### src/rtl/urx_pkg.sv
package urx_pkg;
  typedef enum logic [1:0] {ST_IDLE, ST_START, ST_DATA, ST_STOP} rx_st_e;

  typedef struct packed {
    logic rf;
    logic fe;
    logic pe;
  } s1_flags_t;

  localparam logic [1:0] A_STAT1 = 2'd0;
  localparam logic [1:0] A_STAT2 = 2'd1;
  localparam logic [1:0] A_DATA  = 2'd2;
  localparam logic [1:0] A_AUX   = 2'd3;
endpackage

### src/rtl/urx_sampler.sv
module urx_sampler #(
  parameter int OSR  = 16,
  parameter int MAXB = 9
) (
  input  logic            clk,
  input  logic            rst_n,
  input  logic            tick,
  input  logic            rxd,
  input  logic            nine_bit_en,
  output logic            frame_done,
  output logic [MAXB-1:0] frame_bits,
  output logic            stop_bit,
  output logic            start_seen,
  output logic            false_start,
  output logic            idle_seen
);
  import urx_pkg::*;

  localparam int CW  = $clog2(OSR);
  localparam int BW  = $clog2(MAXB);
  localparam int IDW = $clog2(OSR*(MAXB+2)+1);
  localparam int MID = OSR/2;

  rx_st_e          st, st_n;
  logic [CW-1:0]   cnt, cnt_n;
  logic [BW-1:0]   bidx, bidx_n, last_idx;
  logic [MAXB-1:0] sh, sh_n;
  logic [1:0]      vs, vs_n;
  logic [IDW-1:0]  idle_cnt, idle_n, idle_lim;
  logic            vote;

  assign idle_lim = nine_bit_en ? IDW'(OSR*(MAXB+2)) : IDW'(OSR*(MAXB+1));
  assign last_idx = nine_bit_en ? BW'(MAXB-1) : BW'(MAXB-2);
  assign vote     = (vs[0] & vs[1]) | (vs[0] & rxd) | (vs[1] & rxd);
  assign frame_bits = sh;
  assign stop_bit   = vote;

  always_comb begin
    st_n = st; cnt_n = cnt; bidx_n = bidx; sh_n = sh; vs_n = vs; idle_n = idle_cnt;
    start_seen = 1'b0; false_start = 1'b0; frame_done = 1'b0; idle_seen = 1'b0;
    if (tick) begin
      if (st == ST_IDLE) begin
        if (!rxd) begin
          st_n = ST_START; cnt_n = CW'(1); sh_n = '0; idle_n = '0; start_seen = 1'b1;
        end else if (idle_cnt < idle_lim) begin
          idle_n    = idle_cnt + IDW'(1);
          idle_seen = (idle_cnt + IDW'(1)) == idle_lim;
        end
      end else begin
        cnt_n = (cnt == CW'(OSR-1)) ? '0 : cnt + CW'(1);
        if (cnt == CW'(MID-1)) vs_n[0] = rxd;
        if (cnt == CW'(MID))   vs_n[1] = rxd;
        if (cnt == CW'(MID+1)) begin
          case (st)
            ST_START: if (vote) begin st_n = ST_IDLE; false_start = 1'b1; end
            ST_DATA:  sh_n[bidx] = vote;
            ST_STOP:  begin st_n = ST_IDLE; frame_done = 1'b1; end
            default:  ;
          endcase
        end
        if (cnt == CW'(OSR-1)) begin
          if (st == ST_START) begin
            st_n = ST_DATA; bidx_n = '0;
          end else if (st == ST_DATA) begin
            if (bidx == last_idx) st_n = ST_STOP;
            else bidx_n = bidx + BW'(1);
          end
        end
      end
    end
  end

  always_ff @(posedge clk or negedge rst_n) begin
    if (!rst_n) begin
      st <= ST_IDLE; cnt <= '0; bidx <= '0; sh <= '0; vs <= '0; idle_cnt <= '0;
    end else begin
      st <= st_n; cnt <= cnt_n; bidx <= bidx_n; sh <= sh_n; vs <= vs_n; idle_cnt <= idle_n;
    end
  end
endmodule

### src/rtl/urx_regs.sv
module urx_regs #(
  parameter int DW = 9
) (
  input  logic                clk,
  input  logic                rst_n,
  input  logic                tick,
  input  logic                rxd,
  input  logic                frame_done,
  input  logic [DW-1:0]       frame_bits,
  input  logic                stop_bit,
  input  logic                start_seen,
  input  logic                false_start,
  input  logic                idle_seen,
  input  logic                par_en,
  input  logic                par_odd,
  input  logic                rd_en,
  input  logic [1:0]          rd_addr,
  output urx_pkg::s1_flags_t  s1_q,
  output logic                bk_q,
  output logic                busy_q,
  output logic [DW-1:0]       dat_q
);
  import urx_pkg::*;

  s1_flags_t     s1_n, arm1, arm1_n, clr1;
  logic          bk_n, busy_n, brk_ok, brk_ok_n, arm2, arm2_n;
  logic [DW-1:0] dat_n;
  logic          brk, par_bad, rd_s1, rd_s2, rd_dat;

  assign brk     = frame_done & ~(|frame_bits) & ~stop_bit;
  assign par_bad = par_en & ((^frame_bits) != par_odd);
  assign rd_s1   = rd_en & (rd_addr == A_STAT1);
  assign rd_s2   = rd_en & (rd_addr == A_STAT2);
  assign rd_dat  = rd_en & (rd_addr == A_DATA);

  always_comb begin
    clr1      = rd_dat ? arm1 : '0;
    s1_n.rf   = (s1_q.rf & ~clr1.rf) | frame_done;
    s1_n.fe   = (s1_q.fe & ~clr1.fe) | (frame_done & ~stop_bit);
    s1_n.pe   = (s1_q.pe & ~clr1.pe) | (frame_done & par_bad);
    bk_n      = (bk_q & ~(rd_dat & arm2)) | (brk & brk_ok);
    brk_ok_n  = brk ? 1'b0 : ((tick & rxd) ? 1'b1 : brk_ok);
    busy_n    = start_seen ? 1'b1 : ((false_start | idle_seen) ? 1'b0 : busy_q);
    arm1_n    = rd_s1 ? s1_q : (rd_dat ? '0 : arm1);
    arm2_n    = rd_s2 ? bk_q : (rd_dat ? 1'b0 : arm2);
    dat_n     = frame_done ? frame_bits : dat_q;
  end

  always_ff @(posedge clk or negedge rst_n) begin
    if (!rst_n) begin
      s1_q <= '0; bk_q <= 1'b0; busy_q <= 1'b0; brk_ok <= 1'b1;
      arm1 <= '0; arm2 <= 1'b0; dat_q <= '0;
    end else begin
      s1_q <= s1_n; bk_q <= bk_n; busy_q <= busy_n; brk_ok <= brk_ok_n;
      arm1 <= arm1_n; arm2 <= arm2_n; dat_q <= dat_n;
    end
  end
endmodule

### src/rtl/uart_rx_status.sv
module uart_rx_status #(
  parameter int OSR = 16
) (
  input  logic       clk,
  input  logic       rst_n,
  input  logic       tick,
  input  logic       rxd,
  input  logic       nine_bit_en,
  input  logic       par_en,
  input  logic       par_odd,
  input  logic       perr_ie,
  input  logic       rd_en,
  input  logic [1:0] rd_addr,
  output logic [7:0] rd_data,
  output logic       err_irq
);
  import urx_pkg::*;

  localparam int DW = 9;

  logic          frame_done, stop_bit, start_seen, false_start, idle_seen;
  logic [DW-1:0] frame_bits, dat_q;
  s1_flags_t     s1_q;
  logic          bk_q, busy_q;

  urx_sampler #(.OSR(OSR), .MAXB(DW)) u_samp (
    .clk(clk), .rst_n(rst_n), .tick(tick), .rxd(rxd), .nine_bit_en(nine_bit_en),
    .frame_done(frame_done), .frame_bits(frame_bits), .stop_bit(stop_bit),
    .start_seen(start_seen), .false_start(false_start), .idle_seen(idle_seen)
  );

  urx_regs #(.DW(DW)) u_regs (
    .clk(clk), .rst_n(rst_n), .tick(tick), .rxd(rxd),
    .frame_done(frame_done), .frame_bits(frame_bits), .stop_bit(stop_bit),
    .start_seen(start_seen), .false_start(false_start), .idle_seen(idle_seen),
    .par_en(par_en), .par_odd(par_odd), .rd_en(rd_en), .rd_addr(rd_addr),
    .s1_q(s1_q), .bk_q(bk_q), .busy_q(busy_q), .dat_q(dat_q)
  );

  always_comb begin
    case (rd_addr)
      A_STAT1: rd_data = {2'b00, s1_q.rf, 3'b000, s1_q.fe, s1_q.pe};
      A_STAT2: rd_data = {6'b000000, bk_q, busy_q};
      A_DATA:  rd_data = dat_q[7:0];
      default: rd_data = {dat_q[DW-1], 7'b0000000};
    endcase
  end

  assign err_irq = s1_q.pe & perr_ie;
endmodule

### config.mk
export PLATFORM = sky130hd
export DESIGN_NAME = uart_rx_status
export DESIGN_NICKNAME = d
export VERILOG_FILES = /design/src/rtl/urx_pkg.sv /design/src/rtl/urx_sampler.sv /design/src/rtl/urx_regs.sv /design/src/rtl/uart_rx_status.sv
export SDC_FILE = /design/constraint.sdc
export NUM_CORES = 1
export LEC_CHECK = 0
export CORE_ASPECT_RATIO = 1.1
export CORE_MARGIN = 3
export CORE_UTILIZATION = 59
export DETAILED_ROUTE_END_ITERATION = 7
export PLACE_DENSITY_LB_ADDON = 0.12
export SYNTH_ARGS = -nofsm -noshare
export SYNTH_HDL_FRONTEND = slang
export SYNTH_SLANG_ARGS = --single-unit
export TNS_END_PERCENT = 20
### constraint.sdc
create_clock -name clk -period 2.58 [get_ports clk]
set_input_delay 0.516 -clock clk [delete_from_list [all_inputs] [get_ports clk]]
set_output_delay 0.516 -clock clk [all_outputs]
set_load 0.005 [all_outputs]
==> implementation parameters <==
Parameter                              Value

Logic synthesis
  Post-synth ARST share    100%
  Predominant post-synthesis flop cell    dfrtp_1
  Synthesized cell area    0.00298 mm²
  Library cell with the largest summed area after synthesis    dfrtp_1
  Synth area leaders    dfrtp_1, ha_1, nand2_1
  Unique cell type count in the Yosys netlist    53
  Portion of synthesized cell area occupied by the leading cell type    39.4%
  Warnings, synthesis    0
  Sequential element share of the synthesized area    40.3%
  Ranking of synthesized cells by instance count    dfrtp_1, nand2_1, o21ai_0
  Most frequent cell after synthesis    dfrtp_1
  Post-synthesis cell count    313
  Seq cells post-synth    48
  Net Count, Synth    342
  Average instance area after synthesis    9.53 µm²
  Post-synth EDFFs    0

Power
  Combinational power share    38.2%
  Power density over the cells    850 mW/mm²
  PnR Total Power    2830 µW
  Internal power    1770 µW
  Peak supply drop    0.000502 V
  Switching share of total power    37.6%
  Share of total power in the clock network    22.7%
  Reported net switching power    1070 µW
  Fraction of power consumed by sequential logic    39.2%
  Leakage power summed over all cells    0.00148 µW

Clocking
  Deepest level of the CTS H-tree    2
  Clock buffers created by TritonCTS    5
  Clk root buf    clkbuf_8
  Clock-pin slew on the worst setup and hold paths    80 ps
  Number of buffers inserted for hold repair after clock tree synthesis    0
  Maximum clock path buffer count    2
  Clock latency of the later-clocked register in the worst-skew pair    300 ps
  CTS Sinks    48
  Clock tree from TritonCTS    yes

Finish
  Share of final-layout standard cells stronger than drive strength 1    11.1%
  Count of fill cells added during filler insertion    364
  # nets final    360
  Signed area change from the synthesized netlist to the final layout    11.8%
  Antenna diodes    0

Timing
  Unrepaired setup endpoints after global routing    false
  Worst-Margin Slew    698 ps
  Final worst clock skew    9.01 ps
  Count of final hold-check violations    0
  Post-route minimum period    2470 ps
  Maximum clock frequency    405 MHz
  Max transition margin    53.5%
  Final worst path period share    95.8%
  Final Max Slew Viols    0
  Fin Setup TNS    0 ps
  Final-report setup violation count    0

Place
  Post-DP HPWL    4380 µm
  Buffers added on ports    19
  Placer's final routability congestion estimate    0.820

Global routing
  GRT Residual Overflow    0
  Vias in the first global route    2312
  Antenna violations before repair    0
  Tot GR Track Use    22.3%
  First-pass GRT wire length    10500 µm
  Largest net degree at the start of global routing    31

Floorplan
  Die Y    80.6 µm
  Area of the core    0.00475 mm²
  Width of the chip    73.8 µm
  Number of placed I/O pins    20
  Floorplan die area    0.00595 mm²
  Starting utilization of the core area    62.8%
  Rows    26

Run status
  Status    completed

Setup path
  Critical path fanouts, max    10
  Worst setup path category    in2out
  Worst setup SP type    primary input
  Critical Path End Type    output port
  Critical path arrival    1960 ps
  Endpoint required time on the critical path    2060 ps

Run
  Count of maximum capacitance violations    0

Drt
  Routed WL per cell    15.4 µm
  DRC    0
  Vias per std cell    5.93
  Final routed wirelength across all metal layers    5970 µm
  Final ANT Viol Nets    0
  Initial DRC Count    76
  Count of vias placed by the detailed router    2301
  First-pass DRT Iterations    4

Worst hold path
  Class of the worst hold path    in2async
-- final cells by class --
class / instances / area [µm²] / share of cell area, %
Tap cell: 56 / 70.1 / 2.10
Timing Repair Buffer: 28 / 253 / 7.58
Multi-Input combinational cell: 231 / 1610 / 48.4
Sequential cell: 48 / 1200 / 36.0
Clock inverter: 2 / 60.1 / 1.80
Clock buffer: 6 / 72.6 / 2.18
Inverter: 17 / 63.8 / 1.91
-- cells in the final DEF (no fill, tap or decap), types with 3 or more instances in the layout --
cell type        Yosys  final
a211o_1              3      3
a21o_1               3      3
a21oi_1             14     14
a22o_1               4      4
a22oi_1              5      5
a31oi_1              4      4
a32o_1               3      3
and2_1               8      8
and3_1               6      6
buf_4                3      9
clkbuf_8             0      5
clkdlybuf4s50_1      0     18
dfrtp_1             47     47
ha_1                18     18
inv_1               17     17
mux2_2               4      4
mux2i_1              5      5
nand2_1             40     40
nand2b_1             6      6
nand3_1             14     14
nand4b_1             3      3
nor2_1              10     10
nor2b_1              8      8
nor3_1               4      4
nor4_1               4      4
o21ai_0             24     23
o31ai_2              8      8
xnor2_1              6      6
-- state kept, by name (all words and copies together), names as in the netlist --
register           cells
u_samp.cnt             4
u_samp.idle_cnt        8
u_regs.brk_ok          1
u_samp.frame_bits      9
u_regs.bk_q            1
u_samp.vs              2
u_regs.dat_q           9
u_samp.st              2
u_samp.bidx            4
u_regs.arm2            1
u_regs.busy_q          1
u_regs.arm1            3
u_regs.s1_q            3
-- power by group through the flow --
stage | Sequential (µW) | Combinational [µW] | Clock [µW]
finish | 1110 | 1080 | 642
global route | 1140 | 1220 | 681
CTS | 1110 | 1080 | 652
detailed placement | 1120 | 1080 | 0
global placement | 1110 | 1050 | 0
floorplan | 1060 | 901 | 0
-- cells by family after synthesis --
| logic type | Yosys count | share of synthesized area, % |
|---|---|---|
| AOI/OAI and AO/OA | 82 | 20.6 |
| xor gates and xnor gates | 7 | 2.06 |
| adders and majority gates | 19 | 7.89 |
| buffers and inverters | 34 | 5.58 |
| DFF | 48 | 40.3 |
| muxes | 10 | 3.57 |
| and+or+nand+nor | 113 | 20.0 |
-- layer usage --
layer	vias up	routed length, µm	track usage (%)
met5	-	0	0
met4	0	49	5.98
met3	5	181	4.76
met2	34	2990	38.8
met1	1113	2750	27.7
li1	1149	-	-
-- final timing paths --
| kind | start | end | slack, ps | depth (start not counted) |
|---|---|---|---|---|
| max in group asynchronous | rst_n | u_samp.frame_bits[2] | 1710 | 2 |
| setup reg to reg | u_samp.st[0] | u_samp.idle_cnt[4] | 480 | 7 |
| min in group clk | u_regs.dat_q[3] | u_regs.dat_q[3] | 480 | 2 |
| hold reg to reg | u_regs.dat_q[3] | u_regs.dat_q[3] | 480 | 2 |
| hold / removal | rst_n | u_regs.arm1[0] | 260 | 1 |
| setup / recovery | rd_addr[1] | rd_data[4] | 110 | 5 |
-- timing repair --
item,4_1_cts,5_1_grt
setup endpoints to repair,0,1
gates resized for setup,0,1
setup buffers,0,0
-- worst max-delay path, cell delays in order --
cell	delay, ps
clkdlybuf4s50_1	460
nor2b_1	140
buf_4	170
and2_1	140
clkdlybuf4s50_1	510
-- stage by stage --
| stage | hold slack, ps | setup slack (ps) | cells | cell area (µm²) | utilization (%) |
|---|---|---|---|---|---|
| 2_1_floorplan | 220 | 782 | 313 | 2980 | - |
| 3_3_place_gp | 458 | 138 | 380 | 3200 | 67.4 |
| 3_5_place_dp | 464 | 81.4 | 380 | 3200 | 67.4 |
| 4_1_cts | 275 | 77.3 | 388 | 3340 | 70.2 |
| 5_1_grt | 292 | 24.4 | 388 | 3340 | 70.2 |
| 6_report | 256 | 109 | 388 | 3340 | 70.2 |
(Power assumes the default switching activity.)
